### src/rtl/codec_cold_reset.sv
module codec_cold_reset #(
  parameter int LOW_CYCLES   = 34,
  parameter int GUARD_CYCLES = 256
) (
  input  logic clk,
  input  logic trig,
  output logic codec_rst_n,
  output logic busy
);
  localparam int MAXC = (LOW_CYCLES > GUARD_CYCLES) ? LOW_CYCLES : GUARD_CYCLES;
  localparam int CW   = $clog2(MAXC + 1);
  localparam logic [CW-1:0] LOW_LAST   = CW'(LOW_CYCLES - 1);
  localparam logic [CW-1:0] GUARD_LAST = CW'(GUARD_CYCLES - 1);

  typedef enum logic [1:0] {PH_IDLE, PH_HOLD, PH_COOL} phase_t;

  phase_t        phase = PH_IDLE;
  logic [CW-1:0] cnt   = '0;
  logic          line  = 1'b1;

  always_ff @(posedge clk) begin
    case (phase)
      PH_IDLE: if (trig) begin
        phase <= PH_HOLD;
        cnt   <= LOW_LAST;
        line  <= 1'b0;
      end
      PH_HOLD: if (cnt == '0) begin
        phase <= PH_COOL;
        cnt   <= GUARD_LAST;
        line  <= 1'b1;
      end else begin
        cnt <= cnt - 1'b1;
      end
      PH_COOL: if (cnt == '0) phase <= PH_IDLE;
               else           cnt   <= cnt - 1'b1;
      default: phase <= PH_IDLE;
    endcase
  end

  assign codec_rst_n = line;
  assign busy        = (phase == PH_HOLD);
endmodule

### config.mk
export PLATFORM = sky130hd
export DESIGN_NAME = codec_cold_reset
export DESIGN_NICKNAME = d
export VERILOG_FILES = /design/src/rtl/codec_cold_reset.sv
export SDC_FILE = /design/constraint.sdc
export NUM_CORES = 1
export LEC_CHECK = 0
export CORE_AREA = 8 8 45 47
export DETAILED_ROUTE_END_ITERATION = 8
export DIE_AREA = 0 0 53 55
export PLACE_DENSITY = 0.83
export REMOVE_ABC_BUFFERS = 1
export SYNTH_ARGS = -nofsm -noshare
export SYNTH_HDL_FRONTEND = slang
export SYNTH_SLANG_ARGS = --single-unit
### constraint.sdc
create_clock -name clk -period 6.4 [get_ports clk]
set_input_delay 0.64 -clock clk [delete_from_list [all_inputs] [get_ports clk]]
set_output_delay 0.64 -clock clk [all_outputs]
set_load 0.1 [all_outputs]
==> metrics.txt, run 1 <==
# TYPE chip_impl_metric gauge
chip_impl_info{name="run_status",value="complete, no violations"} 1
chip_impl_metric{name="routed_wl_per_cell",unit="um"} 15.5
chip_impl_metric{name="synthToLayoutAreaGrowth",unit="%"} 11.6
chip_impl_metric{name="row_count",unit=""} 14
chip_impl_metric{name="synth.avg_cell_area",unit="sq um"} 12.1
chip_impl_metric{name="timing.final.crit_share",unit=""} 0.469
chip_impl_metric{name="grt.overflow.total",unit=""} 0
chip_impl_metric{name="critPathRequiredTime",unit="ps"} 5760
chip_impl_metric{name="fp.dieArea",unit="sq um"} 2920
chip_impl_metric{name="finalClockSkew",unit="ps"} 3.00
chip_impl_metric{name="report.final.hold_viol_count",unit=""} 0
chip_impl_metric{name="worst-slew-pin-transition",unit="ps"} 968
chip_impl_metric{name="slew_viol_final",unit=""} 0
chip_impl_metric{name="setup-violations-final",unit=""} 0
chip_impl_metric{name="chipHeight",unit="um"} 55
chip_impl_metric{name="grt.total_usage",unit=""} 0.104
chip_impl_metric{name="muxShareOfSynthArea",unit=""} 0
chip_impl_info{name="cts.root.buffer_cell",value="sky130_fd_sc_hd__clkbuf_4"} 1
chip_impl_metric{name="cts.repair.resized",unit=""} 0
chip_impl_info{name="synth_flop_cell",value="sky130_fd_sc_hd__edfxtp_1"} 1
chip_impl_metric{name="max_cap_violations",unit=""} 0
chip_impl_metric{name="drive_gt1_frac",unit=""} 0.118
chip_impl_metric{name="routabilityCongestion",unit=""} 0.760
chip_impl_metric{name="antenna_violating_nets_post_route",unit=""} 0
chip_impl_metric{name="drt_first_iter_violations",unit=""} 17
chip_impl_metric{name="grt_pass1_wl",unit="um"} 2230
chip_impl_metric{name="number_of_inserted_diodes",unit=""} 0
chip_impl_metric{name="io_buffers",unit=""} 3
chip_impl_metric{name="firstDrtPassIters",unit=""} 4
chip_impl_metric{name="routed_vias",unit=""} 517
chip_impl_metric{name="antenna_found_initial",unit=""} 0
chip_impl_metric{name="clock_sink_count",unit=""} 12
chip_impl_info{name="slowest_stage",value="sky130_fd_sc_hd__clkdlybuf4s50_1"} 1
chip_impl_metric{name="path_buf_inv",unit=""} 2
chip_impl_metric{name="synth_enable_flop_cells",unit=""} 12
chip_impl_metric{name="ys_async_sr_fraction",unit=""} 0
chip_impl_metric{name="first_global_vias",unit=""} 472
chip_impl_info{name="cts_tree",value="done"} 1
chip_impl_metric{name="totalNegativeSetupSlack",unit="ps"} 0
chip_impl_info{name="cp-start-kind",value="flop"} 1
chip_impl_metric{name="period_minus_slack",unit="ps"} 3000
chip_impl_metric{name="cts.clk_slew.worst_paths",unit="ps"} 80
chip_impl_metric{name="placeableCoreArea",unit="sq um"} 1380
chip_impl_metric{name="drt-total-wl",unit="um"} 1300
chip_impl_metric{name="synthAdderAreaFrac",unit=""} 0.121
chip_impl_metric{name="tritoncts.num_buffers",unit=""} 3
chip_impl_metric{name="dpl.cell_count",unit=""} 80
chip_impl_info{name="crit_type",value="flop to output pin"} 1
chip_impl_metric{name="maxSlewHeadroom",unit=""} 0.353
chip_impl_metric{name="synth_cells",unit=""} 60
chip_impl_metric{name="syn_area",unit="sq um"} 724
chip_impl_metric{name="die_w",unit="um"} 53
chip_impl_metric{name="post_synthesis_compound_gate_area_fraction",unit=""} 0.142
chip_impl_info{name="worst_setup_path_end_kind",value="output pin"} 1
chip_impl_metric{name="effective_utilization_at_floorplan",unit=""} 0.524
chip_impl_info{name="rsz0062_at_grt",value="no"} 1
chip_impl_info{name="cpLargestDelayFamily",value="buffers and inverters"} 1
chip_impl_metric{name="pin_count_of_the_biggest_net_entering_global_routing",unit=""} 10
chip_impl_metric{name="crit_arrival",unit="ps"} 2360
chip_impl_metric{name="synthXorXnorAreaFrac",unit=""} 0.0242
chip_impl_metric{name="post-cts-setup-buffer-count",unit=""} 0
chip_impl_metric{name="htreeDepth",unit=""} 1
chip_impl_metric{name="clk_path_buf_depth",unit=""} 2
chip_impl_metric{name="post_synth_num_cell_types",unit=""} 26
chip_impl_info{name="timing.critical_path.cells",value="inv_1 > ha_1 > clkdlybuf4s50_1"} 1
chip_impl_metric{name="post_layout_nonfiller_instances",unit=""} 84
chip_impl_metric{name="post_cts_hold_buffer_count",unit=""} 0
chip_impl_metric{name="critical_path.max_stage_delay",unit="ps"} 1200
chip_impl_info{name="most_common_library_cell_in_the_layout_ignoring_fill_and_taps",value="sky130_fd_sc_hd__edfxtp_1"} 1
chip_impl_metric{name="io_pins",unit=""} 4
chip_impl_metric{name="clk-insertion-delay-late",unit="ps"} 270
chip_impl_metric{name="synth-seq-area-share",unit=""} 0.497
chip_impl_info{name="layout.cells.most_common_list",value="sky130_fd_sc_hd__edfxtp_1 (12), sky130_fd_sc_hd__ha_1 (7), sky130_fd_sc_hd__a21oi_1 (6), sky130_fd_sc_hd__inv_1 (4), sky130_fd_sc_hd__a31oi_1 (4)"} 1
chip_impl_metric{name="maxClockFrequency",unit="MHz"} 333
chip_impl_metric{name="place.detailed.hpwl",unit="um"} 946
chip_impl_metric{name="via_per_inst",unit=""} 6.15
chip_impl_metric{name="post-route-util",unit=""} 0.584
chip_impl_metric{name="ys.warnings.count",unit=""} 0
chip_impl_info{name="combinational_family_with_the_most_area_after_synthesis",value="simple AND/OR/NAND/NOR gates"} 1
chip_impl_metric{name="design.final.nets",unit=""} 78
chip_impl_metric{name="critPathMaxFanout",unit=""} 9
chip_impl_metric{name="synth.ff_latch_count",unit=""} 12
chip_impl_metric{name="post-route-drc-count",unit=""} 0
chip_impl_metric{name="post_synthesis_simple_gate_area_fraction",unit=""} 0.195
chip_impl_info{name="min-delay-path-class",value="flop to flop"} 1
-- per-layer routing --
layer  share of wire  global-route usage  vias up
met4          0.0069              0.0517        0
met2            0.50               0.162       18
met3           0.048              0.0160        2
li1                -                   -      258
met5               0                   0        -
met1            0.45               0.136      239
-- cells in the mapped netlist (2+ instances only) --
library cell / number / area, sq um
sky130_fd_sc_hd__xnor2_1: 2 / 17.5
sky130_fd_sc_hd__inv_1: 4 / 15.0
sky130_fd_sc_hd__a21oi_1: 6 / 30.0
sky130_fd_sc_hd__a31oi_1: 4 / 25.0
sky130_fd_sc_hd__or3_1: 2 / 12.5
sky130_fd_sc_hd__edfxtp_1: 12 / 360
sky130_fd_sc_hd__o21ai_0: 2 / 10.0
sky130_fd_sc_hd__nor2_1: 2 / 7.51
sky130_fd_sc_hd__o31ai_1: 2 / 15.0
sky130_fd_sc_hd__ha_1: 7 / 87.6
sky130_fd_sc_hd__or4_1: 2 / 15.0
-- worst paths after layout --
kind              startpoint     endpoint  slack [ps]  cells after the start
setup reg to reg      cnt[4]  codec_rst_n        4430                      3
hold / removal        cnt[7]       cnt[7]         750                      2
hold reg to reg       cnt[7]       cnt[7]         750                      2
setup / recovery    phase[1]         busy        3400                      3
-- area by class of cell --
cell class / instances / area, sq um
Clock buffer: 3 / 22.5
Clock inverter: 1 / 3.75
Fill cell: 112 / 576
Inverter: 4 / 15.0
Multi-Input combinational cell: 44 / 349
Sequential cell: 12 / 360
Tap cell: 16 / 20.0
Timing Repair Buffer: 4 / 37.5
-- stage by stage --
step / area, sq um / setup slack [ps] / hold slack, ps
2_1_floorplan: 724 / 4140 / 672
3_3_place_gp: 782 / 3740 / 713
3_5_place_dp: 782 / 3670 / 734
4_1_cts: 808 / 3380 / 752
5_1_grt: 808 / 3270 / 792
6_report: 808 / 3400 / 751
-- state kept, by name (all words and copies together), names as in the netlist --
name,flops
cnt,9
phase,2
codec_rst_n,1
-- worst reg2reg max path, stage by stage, from the launching register on --
cell	delay (ps)
sky130_fd_sc_hd__edfxtp_1	490
sky130_fd_sc_hd__nor4_2	640
sky130_fd_sc_hd__nand3_2	330
sky130_fd_sc_hd__a21oi_1	230
-- logic make-up after synthesis --
logic type,after synthesis
and+or+nand+nor,18
AOI/OAI and AO/OA,17
DFF,12
adders and majority gates,7
buffers and inverters,4
xor gates and xnor gates,2
Power of run 1 is not shown: default switching activity piles up to over one toggle a cycle in this logic, so the estimate is an artifact.
==> run 2: changes to the inputs <==
- clock period: 6.4 -> 3.1 ns (I/O delays scaled with it)
==> run 2 against run 1 <==
Sequential share of layout area rose by 0.14 points. Die area did not move. Critical path type is now flop to flop. Largest cell class unchanged. Clock skew fell by 1.9 ps. Critical path depth rose by 2. Routed wire length rose by 11%. Count of clock-buffer cells in the layout did not move. First-iteration DRC count did not move. Worst setup slack got worse by 2500 ps. Utilization fell by 0.18 points. Sequential cell count did not move. Global-route usage rose by 0.87 points. Register-to-register slack got worse by 3500 ps.
==> metrics.txt, run 2 (same netlist as run 1, synthesis figures left out) <==
# TYPE chip_impl_metric gauge
chip_impl_info{name="run_status",value="complete, no violations"} 1
chip_impl_info{name="largest_register",value="cnt"} 1
chip_impl_metric{name="number_of_inserted_diodes",unit=""} 0
chip_impl_metric{name="grt.total_usage",unit=""} 0.112
chip_impl_metric{name="clk_path_buf_depth",unit=""} 2
chip_impl_metric{name="cts.repair.resized",unit=""} 0
chip_impl_metric{name="grt.overflow.total",unit=""} 0
chip_impl_metric{name="post_cts_hold_buffer_count",unit=""} 0
chip_impl_metric{name="period_minus_slack",unit="ps"} 2160
chip_impl_metric{name="htreeDepth",unit=""} 1
chip_impl_metric{name="report.final.hold_viol_count",unit=""} 0
chip_impl_metric{name="drt_first_iter_violations",unit=""} 17
chip_impl_metric{name="io_pins",unit=""} 4
chip_impl_info{name="layout.cells.most_common_list",value="sky130_fd_sc_hd__edfxtp_1 (12), sky130_fd_sc_hd__ha_1 (7), sky130_fd_sc_hd__a21oi_1 (6), sky130_fd_sc_hd__inv_1 (4), sky130_fd_sc_hd__a31oi_1 (4)"} 1
chip_impl_metric{name="via_per_inst",unit=""} 6.45
chip_impl_metric{name="routed_vias",unit=""} 542
chip_impl_metric{name="clk-insertion-delay-late",unit="ps"} 270
chip_impl_metric{name="chipHeight",unit="um"} 55
chip_impl_metric{name="post-cts-setup-buffer-count",unit=""} 0
chip_impl_metric{name="place.detailed.hpwl",unit="um"} 1050
chip_impl_metric{name="pin_count_of_the_biggest_net_entering_global_routing",unit=""} 10
chip_impl_metric{name="layout.filler_cells",unit=""} 125
chip_impl_metric{name="routabilityCongestion",unit=""} 0.791
chip_impl_metric{name="critPathRequiredTime",unit="ps"} 3100
chip_impl_metric{name="synthToLayoutAreaGrowth",unit="%"} 11.2
chip_impl_info{name="rsz0062_at_grt",value="no"} 1
chip_impl_info{name="cp-start-kind",value="flop"} 1
chip_impl_metric{name="effective_utilization_at_floorplan",unit=""} 0.524
chip_impl_metric{name="slew_viol_final",unit=""} 0
chip_impl_metric{name="post-route-drc-count",unit=""} 0
chip_impl_metric{name="row_count",unit=""} 14
chip_impl_metric{name="timing.final.crit_share",unit=""} 0.696
chip_impl_metric{name="placed_cell_area",unit="sq um"} 779
chip_impl_metric{name="critPathMaxFanout",unit=""} 5
chip_impl_metric{name="routed_wl_per_cell",unit="um"} 17.2
chip_impl_metric{name="finalClockSkew",unit="ps"} 1.11
chip_impl_metric{name="firstDrtPassIters",unit=""} 4
chip_impl_info{name="min-delay-path-class",value="flop to flop"} 1
chip_impl_info{name="worst_setup_path_end_kind",value="flop"} 1
chip_impl_metric{name="antenna_found_initial",unit=""} 0
chip_impl_metric{name="die_w",unit="um"} 53
chip_impl_metric{name="max_cap_violations",unit=""} 0
chip_impl_metric{name="largest_reg_flops",unit=""} 9
chip_impl_metric{name="first_global_vias",unit=""} 497
chip_impl_metric{name="setup-violations-final",unit=""} 0
chip_impl_metric{name="antenna_violating_nets_post_route",unit=""} 0
chip_impl_metric{name="placeableCoreArea",unit="sq um"} 1380
chip_impl_metric{name="cts.clk_slew.worst_paths",unit="ps"} 70
chip_impl_info{name="cts_tree",value="done"} 1
chip_impl_metric{name="crit_arrival",unit="ps"} 2150
chip_impl_metric{name="worst-slew-pin-transition",unit="ps"} 962
chip_impl_metric{name="final_non_filler_cell_area",unit="sq um"} 806
chip_impl_metric{name="io_buffers",unit=""} 3
chip_impl_metric{name="fp.dieArea",unit="sq um"} 2920
chip_impl_metric{name="tritoncts.num_buffers",unit=""} 3
chip_impl_metric{name="maxClockFrequency",unit="MHz"} 464
chip_impl_metric{name="drive_gt1_frac",unit=""} 0.132
chip_impl_info{name="most_common_library_cell_in_the_layout_ignoring_fill_and_taps",value="sky130_fd_sc_hd__edfxtp_1"} 1
chip_impl_metric{name="maxSlewHeadroom",unit=""} 0.357
chip_impl_metric{name="clock_sink_count",unit=""} 12
chip_impl_metric{name="grt_pass1_wl",unit="um"} 2360
chip_impl_metric{name="design.final.nets",unit=""} 78
chip_impl_info{name="crit_type",value="flop to flop"} 1
chip_impl_metric{name="drt-total-wl",unit="um"} 1440
chip_impl_info{name="cts.root.buffer_cell",value="sky130_fd_sc_hd__clkbuf_4"} 1
chip_impl_metric{name="totalNegativeSetupSlack",unit="ps"} 0
[run 2: cell types whose count changed in the layout (fill, tap and decap cells not counted), sizes merged]
cell	delta
buf	+1
clkdlybuf4s50	-1
[run 2: path summary, 6_finish.rpt]
path	startpoint	to	slack, ps	depth (start not counted)
max	cnt[0]	cnt[2]	940	5
min	cnt[6]	cnt[6]	760	2
max reg2reg	cnt[0]	cnt[2]	940	5
min reg2reg	cnt[6]	cnt[6]	760	2
[run 2: stage by stage]
step           instances  hold slack, ps  worst slack (ps)   util
6_report              84             758               943  0.582
5_1_grt               84             813               764  0.582
4_1_cts               84             766               927  0.582
3_5_place_dp          80             748               938  0.563
3_3_place_gp          80             698              1010  0.563
2_1_floorplan         60             602               837      -
[run 2: cell type report]
type	count	area (sq um)	area share
well taps	16	20.0	0.0248
repair buffers	4	35.0	0.0435
inverters	4	15.0	0.0186
multi-input cells	44	349	0.433
clock inverters	1	3.75	0.00466
flip-flops and latches	12	360	0.447
clock buffers	3	22.5	0.0280
[run 2: layer usage]
metal  vias to the layer above  wire [um]  part of all wire  track usage
met5                         -          0                 0            0
met2                        16        752              0.52        0.195
met3                         7         61             0.042       0.0160
li1                        257          -                 -            -
met4                         0         46             0.032       0.0647
met1                       262        580              0.40        0.129
[run 2: worst max-delay path: stages (launching register included)]
cell	delay, ps
sky130_fd_sc_hd__edfxtp_1	380
sky130_fd_sc_hd__inv_1	90
sky130_fd_sc_hd__ha_1	190
sky130_fd_sc_hd__nor4b_2	190
sky130_fd_sc_hd__a311oi_1	750
sky130_fd_sc_hd__buf_4	270
Power of run 2 is left out for the same reason.
